### src/rtl/uvr_pkg.sv
package uvr_pkg;

   // Phase of the reset-extension sequencer
   typedef enum logic [1:0] {
      EXT_HOLD  = 2'd0,
      EXT_COUNT = 2'd1,
      EXT_REL   = 2'd2
   } ext_phase_t;

endpackage

### src/rtl/uvr_sync.sv
module uvr_sync #(
   parameter int STAGES = 2
) (
   input  logic clk,
   input  logic rst_n,
   input  logic d_i,
   output logic q_o
);

   generate
      if (STAGES < 0) begin : g_bad
         $error("uvr_sync: STAGES must not be negative");
      end

      if (STAGES == 0) begin : g_bypass
         assign q_o = d_i;
      end else if (STAGES == 1) begin : g_single
         logic ff;
         always_ff @(posedge clk or negedge rst_n) begin
            if (!rst_n) ff <= 1'b0;
            else        ff <= d_i;
         end
         assign q_o = ff;
      end else begin : g_chain
         logic [STAGES-1:0] chain;
         always_ff @(posedge clk or negedge rst_n) begin
            if (!rst_n) chain <= '0;
            else        chain <= {chain[STAGES-2:0], d_i};
         end
         assign q_o = chain[STAGES-1];
      end
   endgenerate

endmodule

### src/rtl/uvr_filter.sv
module uvr_filter #(
   parameter int FILT_CYC = 4
) (
   input  logic clk,
   input  logic rst_n,
   input  logic uv_s_i,
   output logic flt_o
);

   localparam int FW = (FILT_CYC > 1) ? $clog2(FILT_CYC + 1) : 1;

   logic flt_q;

   generate
      if (FILT_CYC < 1) begin : g_bad
         $error("uvr_filter: FILT_CYC must be at least 1");
      end

      if (FILT_CYC == 1) begin : g_direct
         always_ff @(posedge clk or negedge rst_n) begin
            if (!rst_n) flt_q <= 1'b0;
            else        flt_q <= uv_s_i;
         end
      end else begin : g_count
         logic [FW-1:0] run_q;
         always_ff @(posedge clk or negedge rst_n) begin
            if (!rst_n) begin
               run_q <= '0;
               flt_q <= 1'b0;
            end else if (!uv_s_i) begin
               run_q <= '0;
               flt_q <= 1'b0;
            end else if (run_q == FW'(FILT_CYC - 1)) begin
               flt_q <= 1'b1;
            end else begin
               run_q <= run_q + 1'b1;
            end
         end
      end
   endgenerate

   assign flt_o = flt_q;

   // flag can only appear after the synchronised level was present
   a_r2_flag_needs_level: assert property (@(posedge clk) disable iff (!rst_n)
      $rose(flt_q) |-> $past(uv_s_i));

   // a clear synchronised level removes the flag on the next edge
   a_r4_flag_drops: assert property (@(posedge clk) disable iff (!rst_n)
      !uv_s_i |=> !flt_q);

endmodule

### src/rtl/uvr_extend.sv
module uvr_extend
   import uvr_pkg::*;
#(
   parameter int EXT_CYC = 10
) (
   input  logic clk,
   input  logic rst_n,
   input  logic hold_i,
   output logic rel_n_o,
   output logic done_o
);

   localparam int EW = (EXT_CYC > 1) ? $clog2(EXT_CYC + 1) : 1;
   localparam logic [EW-1:0] LAST = EW'(EXT_CYC - 1);

   ext_phase_t    phase_q;
   logic [EW-1:0] cnt_q;
   logic          done_q;

   generate
      if (EXT_CYC < 1) begin : g_bad
         $error("uvr_extend: EXT_CYC must be at least 1");
      end
   endgenerate

   always_ff @(posedge clk or negedge rst_n) begin
      if (!rst_n) begin
         phase_q <= EXT_HOLD;
         cnt_q   <= '0;
         done_q  <= 1'b0;
      end else begin
         done_q <= 1'b0;
         if (hold_i) begin
            phase_q <= EXT_HOLD;
            cnt_q   <= '0;
         end else if (phase_q != EXT_REL) begin
            if (cnt_q == LAST) begin
               phase_q <= EXT_REL;
               done_q  <= 1'b1;
            end else begin
               phase_q <= EXT_COUNT;
               cnt_q   <= cnt_q + 1'b1;
            end
         end
      end
   end

   assign rel_n_o = (phase_q == EXT_REL);
   assign done_o  = done_q;

   // any hold reason forces the line low on the next edge
   a_r5_hold_low: assert property (@(posedge clk) disable iff (!rst_n)
      hold_i |=> !rel_n_o);

   // release never follows a cycle with a hold reason present
   a_r6_release_clear: assert property (@(posedge clk) disable iff (!rst_n)
      $rose(rel_n_o) |-> !$past(hold_i));

   // strobe coincides with the rising edge of the line
   a_r8_strobe_on_rise: assert property (@(posedge clk) disable iff (!rst_n)
      done_o |-> $rose(rel_n_o));

   // strobe lasts one cycle only
   a_r8_strobe_single: assert property (@(posedge clk) disable iff (!rst_n)
      done_o |=> !done_o);

endmodule

### src/rtl/uvr_reset_gen.sv
module uvr_reset_gen #(
   parameter int SYNC_STAGES = 2,
   parameter int FILT_CYC    = 1250,
   parameter int EXT_CYC     = 250000
) (
   input  logic clk,
   input  logic rst_n,
   input  logic uv_raw_i,
   input  logic force_low_i,
   output logic rst_pin_n_o,
   output logic uv_flt_o,
   output logic rel_done_o
);

   logic uv_s;
   logic uv_flt;
   logic hold;

   uvr_sync #(.STAGES(SYNC_STAGES)) u_sync (
      .clk   (clk),
      .rst_n (rst_n),
      .d_i   (uv_raw_i),
      .q_o   (uv_s)
   );

   uvr_filter #(.FILT_CYC(FILT_CYC)) u_filter (
      .clk    (clk),
      .rst_n  (rst_n),
      .uv_s_i (uv_s),
      .flt_o  (uv_flt)
   );

   assign hold = uv_flt | force_low_i;

   uvr_extend #(.EXT_CYC(EXT_CYC)) u_extend (
      .clk     (clk),
      .rst_n   (rst_n),
      .hold_i  (hold),
      .rel_n_o (rst_pin_n_o),
      .done_o  (rel_done_o)
   );

   assign uv_flt_o = uv_flt;

   // a filtered undervoltage is always mirrored by a low line next cycle
   a_r5_flag_pulls_low: assert property (@(posedge clk) disable iff (!rst_n)
      uv_flt_o |=> !rst_pin_n_o);

endmodule

### config.mk
export PLATFORM = sky130hd
export DESIGN_NAME = uvr_reset_gen
export DESIGN_NICKNAME = d
export VERILOG_FILES = /design/src/rtl/uvr_pkg.sv /design/src/rtl/uvr_sync.sv /design/src/rtl/uvr_filter.sv /design/src/rtl/uvr_extend.sv /design/src/rtl/uvr_reset_gen.sv
export SDC_FILE = /design/constraint.sdc
export NUM_CORES = 1
export LEC_CHECK = 0
export BUFFER_PORTS_ARGS = -buffer_cell sky130_fd_sc_hd__buf_2
export CORE_MARGIN = 3
export CORE_UTILIZATION = 52
export DETAILED_ROUTE_END_ITERATION = 10
export GPL_TIMING_DRIVEN = 0
export PLACE_DENSITY = 0.72
export SYNTH_ARGS = -nofsm -noshare
export SYNTH_HDL_FRONTEND = slang
export SYNTH_HIERARCHICAL = 1
export SYNTH_SLANG_ARGS = --single-unit
### constraint.sdc
create_clock -name clk -period 2 [get_ports clk]
set_clock_uncertainty 0.1 [all_clocks]
set_input_delay 0.2 -clock clk [delete_from_list [all_inputs] [get_ports clk]]
set_output_delay 0.2 -clock clk [all_outputs]
set_load 0.02 [all_outputs]
==> out/results.ini, run 1 <==
[power_and_ir_drop]
clock_power_share=0.287
p_seq_frac=0.589
internal-power_uw=952
p_sw_uw=360
power_frac_comb=0.124
p_sw_frac=0.275
power_density_nw_per_um2=623
finalPower_mw=1.31
p_leak_nw=0.839
ir_drop_v=0.000462

[clock_tree]
clk_path_buf_depth=2
clkLatencyLatePin_ns=0.34
cts_tree=built
cts-root-buf=clkbuf_4
cts.htree.levels=2
clkSlewWorstSetupHoldPaths_ns=0.11
numCtsBuffers=5
clock-sinks=35

[yosys]
synth.area.top_cells=dfrtp_1 (48%), a21oi_1 (4.1%), nand2_1 (3.3%), or4_1 (2.9%), nand3_1 (2.7%)
synth_top_family_by_area=simple AND/OR/NAND/NOR gates
synth_nets=196
synth-xor-area-share=0.0192
synth_area_um2=1830
synthMuxAreaShare=0.0233
yosys_warnings=6
ys_types=43
synth-seq-cells=35
async_reset_ff_frac=1.00
synth_fa_ha_area_frac=0.0205
yosys.area.top_type_share=0.479
syn_inst=189
yosysTopAreaCell=dfrtp_1
synth_flop_cell=dfrtp_1
yosys.area_share.simple=0.273
synth_edf_count=0
synth_seq_area_share=0.479
avgSynthCellArea_um2=9.67
synth_compound_area_frac=0.151

[routing]
wl_per_cell_um=14.2
ant_nets=0
drt_iter0_drc=124
drt_wl_total_um=3620
dr.pass1.iters=4
vias=1510
avgViaCountPerCell=5.92
remaining_drc_errors=0

[critical_path]
rr_worst_depth=4
r2r-end=u_extend/cnt_q[3]$_DFFE_PN0P_
max_stage_delay_ns=0.57
rr_startpoint=u_extend/cnt_q[13]$_DFFE_PN0P_
cp_data_required_time_ns=2.17
cp-end-kind=flop
path_cells=or4b_4 -> or4_4 -> or2_1 -> a211oi_2
critPathKind=flop to flop
startpoint_type=flop
reg2reg_slack_ns=-0.10
crit_path_top_delay_cell=or4_4
cp.arrival_ns=2.27
worstPathMaxFanout=5

[floorplanning]
num_rows=20
core_um2=3200
die_w_um=65.3
start_util=0.571
fp.dieH_um=65.3
die-area_um2=4260
pin_count=7

[sta]
fin_ws_ns=-0.100
finalCriticalPeriod_ns=2.10
slew_headroom=0.508
hold_viol=0
grt_setup_unrepaired=yes
setup_violations=5
post-route-period-util=1.05
tightest_slew_ns=0.739
fmax_ghz=0.476
final_max_slew_viol_count=0
timing.setup.tns_ns=-0.275

[finish]
mostFrequentLayoutCell=dfrtp_1
final_area_um2=2110
layout_common_cells=dfrtp_1 (34), nand2_1 (16), a21oi_1 (13)
area_growth_pct=15.2
n_antenna_cell=0
drive_gt1_frac=0.209
fin_nets=217
fillers=290
utilization=0.657

[global_routing]
antenna_found_initial=0
gr-total-overflow=0
grt_pass1_vias=1264
track_usage=0.173
grt_pass1_wl_um=5710
grt_max_degree=36

[placement]
dp_hpwl_um=2280
place_area_um2=1930
globalplace.congestion=0.784
port_buffers=6

[min_path]
whs_path_depth=4
hold_path_class=primary input to flop
holdPathEnd=u_extend/cnt_q[7]$_DFFE_PN0P_
hp-start=force_low_i

[job]
maxCapViolations=0

[status]
run_status=complete, but fails checks
violations=negative setup slack

flip-flops by register name, summed over array words and instances, names as in the netlist:
register,cells
u_extend/cnt_q,18
u_extend/done_o,1
u_extend/phase_q,2
u_filter/flt_o,1
u_filter/g_count.run_q,11
u_sync/g_chain.chain,2
power groups by stage:
stage                     clock [mW]  sequential (mW)  combinational [mW]
after CTS                      0.394            0.767               0.126
after detailed placement           0            0.781               0.122
after global placement             0            0.777               0.115
after floorplan                    0            0.771              0.0867
final                          0.376            0.773               0.163
after global routing           0.432            0.778               0.182
routing by layer:
layer / global-route usage / routed length (um) / share of wire / vias up
met1: 0.247 / 1770 / 0.49 / 724
met5: 0 / 0 / 0 / -
li1: - / - / - / 747
met3: 0.0427 / 172 / 0.047 / 7
met2: 0.249 / 1630 / 0.45 / 32
met4: 0.0725 / 53 / 0.015 / 0
worst max-delay path by stage:
stage                                         startpoint  depth (start not counted)  slack, ns                        endpoint
after global placement     u_extend/cnt_q[8]$_DFFE_PN0P_                          5      -0.14   u_extend/cnt_q[3]$_DFFE_PN0P_
final                     u_extend/cnt_q[13]$_DFFE_PN0P_                          4      -0.10   u_extend/cnt_q[3]$_DFFE_PN0P_
after CTS                 u_extend/cnt_q[13]$_DFFE_PN0P_                          4      -0.07   u_extend/cnt_q[3]$_DFFE_PN0P_
after floorplan            u_extend/cnt_q[8]$_DFFE_PN0P_                          5      -0.08   u_extend/cnt_q[3]$_DFFE_PN0P_
after global routing       u_extend/cnt_q[7]$_DFFE_PN0P_                          4      -0.14   u_extend/cnt_q[3]$_DFFE_PN0P_
after detailed placement   u_extend/cnt_q[0]$_DFFE_PN0P_                          6      -0.15  u_extend/cnt_q[16]$_DFFE_PN0P_
worst max-delay path, delay by kind of cell, from the launching register on:
kind,cells,cell delay (ns)
AND/OR/NAND/NOR,3,1.37
AO/OA/AOI/OAI,1,0.16
flip-flops,1,0.40
layout make-up:
type / count / area (um2) / share of cell area
inverter: 10 / 40.0 / 0.0190
timing repair buffer: 15 / 103 / 0.0487
clock inverter: 3 / 20.0 / 0.00951
buffer: 4 / 22.5 / 0.0107
multi-input combinational: 139 / 951 / 0.452
clock buffer: 5 / 37.5 / 0.0178
sequential: 35 / 877 / 0.417
tap: 44 / 55.1 / 0.0261
cells by family after synthesis:
| group | Yosys count |
|---|---|
| AOI/OAI and AO/OA | 43 |
| xor gates and xnor gates | 4 |
| adders and majority gates | 3 |
| buffers and inverters | 16 |
| DFF | 35 |
| muxes | 4 |
| and+or+nand+nor | 84 |
repair_timing:
item | CTS | global route
gates resized for setup | 3 | 11
buffers inserted | 2 | 5
hold endpoints to repair | 36 | 0
hold buffers | 2 | 0
cloned | 0 | 1
setup endpoints to repair | 11 | 13
pin swaps | 0 | 3
cells in the mapped netlist, drive strengths merged, types with 6 or more instances:
| library cell | number |
|---|---|
| a21oi | 15 |
| dfrtp | 35 |
| inv | 9 |
| nand2 | 16 |
| nand3 | 10 |
| nor2 | 10 |
| nor3 | 6 |
| o21ai | 8 |
| o31ai | 6 |
| or3 | 7 |
| or4 | 8 |
metrics by stage:
step / setup WS, ns / hold slack, ns / std cells
floorplan: -0.0796 / -0.196 / 189
global placement: -0.141 / 0.210 / 239
detailed placement: -0.152 / 0.213 / 239
CTS: -0.0718 / 0.251 / 249
global route: -0.136 / 0.280 / 255
finish: -0.100 / 0.264 / 255
Note: power is estimated with default switching activity, not from simulation.
==> inputs of run 2 (changes only) <==
--- a/config.mk
+++ b/config.mk
@@ -13,5 +13,4 @@
 export PLACE_DENSITY = 0.72
 export SYNTH_ARGS = -nofsm -noshare
 export SYNTH_HDL_FRONTEND = slang
-export SYNTH_HIERARCHICAL = 1
 export SYNTH_SLANG_ARGS = --single-unit
==> out/results.ini, run 2 <==
[yosys]
synth_flop_cell=dfrtp_1
yosysMostFrequentCell=dfrtp_1
yosys.area.top_type_share=0.494
synth-seq-cells=35
syn_inst=177
yosysTopAreaCell=dfrtp_1
synth_seq_area_share=0.494
synth_common_cells=dfrtp_1 (35), nand2_1 (17), and2_1 (10)
yosys_warnings=0
synth_edf_count=0
async_reset_ff_frac=1.00
synth_nets=184
synth.area.top_cells=dfrtp_1 (49%), xnor2_1 (3.9%), nand2_1 (3.6%), and2_1 (3.5%), nand3_1 (2.5%)
synth_area_um2=1770
avgSynthCellArea_um2=10.0
ys_types=40

[finish]
largest_register_ffs=18
layout_common_cells=dfrtp_1 (35), nand2_1 (17), and2_1 (10)
top_register=u_extend.cnt_q
top_regs=u_extend.cnt_q x18, u_filter.g_count.run_q x11
utilization=0.619
area_growth_pct=9.94
mostFrequentLayoutCell=dfrtp_1
fillers=280
drive_gt1_frac=0.123
finalNonFillerCells=239
fin_nets=201
n_antenna_cell=0

[floorplanning]
start_util=0.563
num_rows=20
core_um2=3150
die_w_um=64.4
fp.dieH_um=64.4
pin_count=7
die-area_um2=4150

[critical_path]
cp.arrival_ns=2.06
path_cells=ha_1 -> and2_1 -> buf_2 -> and3_1 -> a211oi_1 -> mux2i_1
max_stage_delay_ns=0.42
cp-end-kind=flop
crit_path_top_delay_cell=dfrtp_1
startpoint_type=flop
cp_data_required_time_ns=2.15
worstPathMaxFanout=6
critPathKind=flop to flop

[global_routing]
antenna_found_initial=0
grt_pass1_vias=1283
grt_pass1_wl_um=6040
grt_max_degree=36
track_usage=0.188
gr-total-overflow=0

[sta]
hold_viol=0
finalCriticalPeriod_ns=1.90
fmax_ghz=0.525
timing.setup.tns_ns=0
post-route-period-util=0.952
setup_violations=0
tightest_slew_ns=0.772
slew_headroom=0.485
final_max_slew_viol_count=0

[placement]
port_buffers=6
dp_hpwl_um=2420
globalplace.congestion=0.837
dp.cells=227

[routing]
wl_met2_um=1580
drt_wl_total_um=3460
dr.pass1.iters=4
remaining_drc_errors=0
met3_length_um=161
avgViaCountPerCell=5.73
drt_iter0_drc=148
met1_length_um=1700
ant_nets=0
vias=1370
highest_layer=met4
wl_per_cell_um=14.5

[job]
maxCapViolations=0

[power_and_ir_drop]
power_frac_comb=0.059
clock_power_share=0.311
p_sw_uw=284
ir_drop_v=0.000503
power_density_nw_per_um2=596
p_sw_frac=0.244
internal-power_uw=878
p_leak_nw=0.865
p_seq_frac=0.630

[clock_tree]
numCtsBuffers=5
cts-root-buf=clkbuf_4
clkSlewWorstSetupHoldPaths_ns=0.10
cts.htree.levels=2
clk_path_buf_depth=2
cts_tree=built
clkLatencyLatePin_ns=0.33
clock-sinks=35

[status]
run_status=finished, final reports clean

[min_path]
hold_path_class=primary input to flop

## run 2: cells by family after synthesis
family	share of synthesized area
AND/OR/NAND/NOR	0.279
flip-flops	0.494
buffers and inverters	0.0233
adder cells (fa/ha/maj)	0.0212
XOR/XNOR	0.0642
AO/OA/AOI/OAI	0.0959
multiplexers	0.0226
## run 2: path summary, 6_finish.rpt
kind,start,to,slack [ns],cells past startpoint
worst max-delay path,u_extend.cnt_q[0]$_DFFE_PN0P_,u_extend.cnt_q[3]$_DFFE_PN0P_,0.1,6
worst min-delay path,force_low_i,u_extend.cnt_q[15]$_DFFE_PN0P_,0.10,3
worst max register to register,u_extend.cnt_q[0]$_DFFE_PN0P_,u_extend.cnt_q[3]$_DFFE_PN0P_,0.1,6
worst min register to register,u_sync.g_chain.chain[0]$_DFF_PN0_,u_sync.g_chain.chain[1]$_DFF_PN0_,0.26,0
max in group asynchronous,rst_n,u_filter.g_count.run_q[5]$_DFFE_PN0P_,0.93,2
min in group asynchronous,rst_n,u_extend.cnt_q[10]$_DFFE_PN0P_,0.37,2
## run 2: per-stage QoR
stage	setup WS (ns)	area, um2	hold slack, ns	total power [mW]
global placement	0.0420	1860	0.204	0.803
floorplan	0.189	1770	-0.196	0.777
global route	-0.0250	1950	0.115	1.22
CTS	0.0810	1940	0.0841	1.17
finish	0.0953	1950	0.100	1.16
detailed placement	-0.0123	1860	0.210	0.806
## run 2: routing by layer
layer	track usage	vias to the layer above
li1	-	669
met1	0.276	669
met2	0.276	30
met3	0.0416	2
met4	0.0633	0
met5	0	-
## run 2: cell type report
class | instances | area (um2) | share of cell area
Tap cell | 44 | 55.1 | 0.0282
Multi-Input combinational cell | 132 | 861 | 0.441
Clock buffer | 5 | 37.5 | 0.0192
Buffer | 6 | 26.3 | 0.0135
Sequential cell | 35 | 876 | 0.449
Inverter | 4 | 15.0 | 0.00770
Timing Repair Buffer | 10 | 65.1 | 0.0334
Clock inverter | 3 | 15.0 | 0.00770
## run 2: power groups by stage
stage	combinational (mW)	sequential, mW	clock (mW)
2_1_floorplan	0.0339	0.743	0
3_3_place_gp	0.0580	0.745	0
3_5_place_dp	0.0604	0.746	0
4_1_cts	0.0634	0.732	0.372
5_1_grt	0.0805	0.734	0.405
6_report	0.0687	0.731	0.362
## run 2: worst max-delay path: cells and delay by family (launching register included)
family | cells | cell delay (ns)
flip-flops | 1 | 0.42
AND/OR/NAND/NOR | 2 | 0.40
AO/OA/AOI/OAI | 1 | 0.31
adder cells (fa/ha/maj) | 1 | 0.23
multiplexers | 1 | 0.22
buffers and inverters | 1 | 0.16
## run 2: timing repair
| item | CTS | global route |
|---|---|---|
| gates cloned | 0 | 0 |
| endpoints found under the setup margin | 3 | 6 |
| pin swaps | 0 | 0 |
| gates resized for setup | 1 | 0 |
| hold endpoints to repair | 36 | 0 |
| hold buffers | 2 | 0 |
| buffers inserted | 0 | 2 |
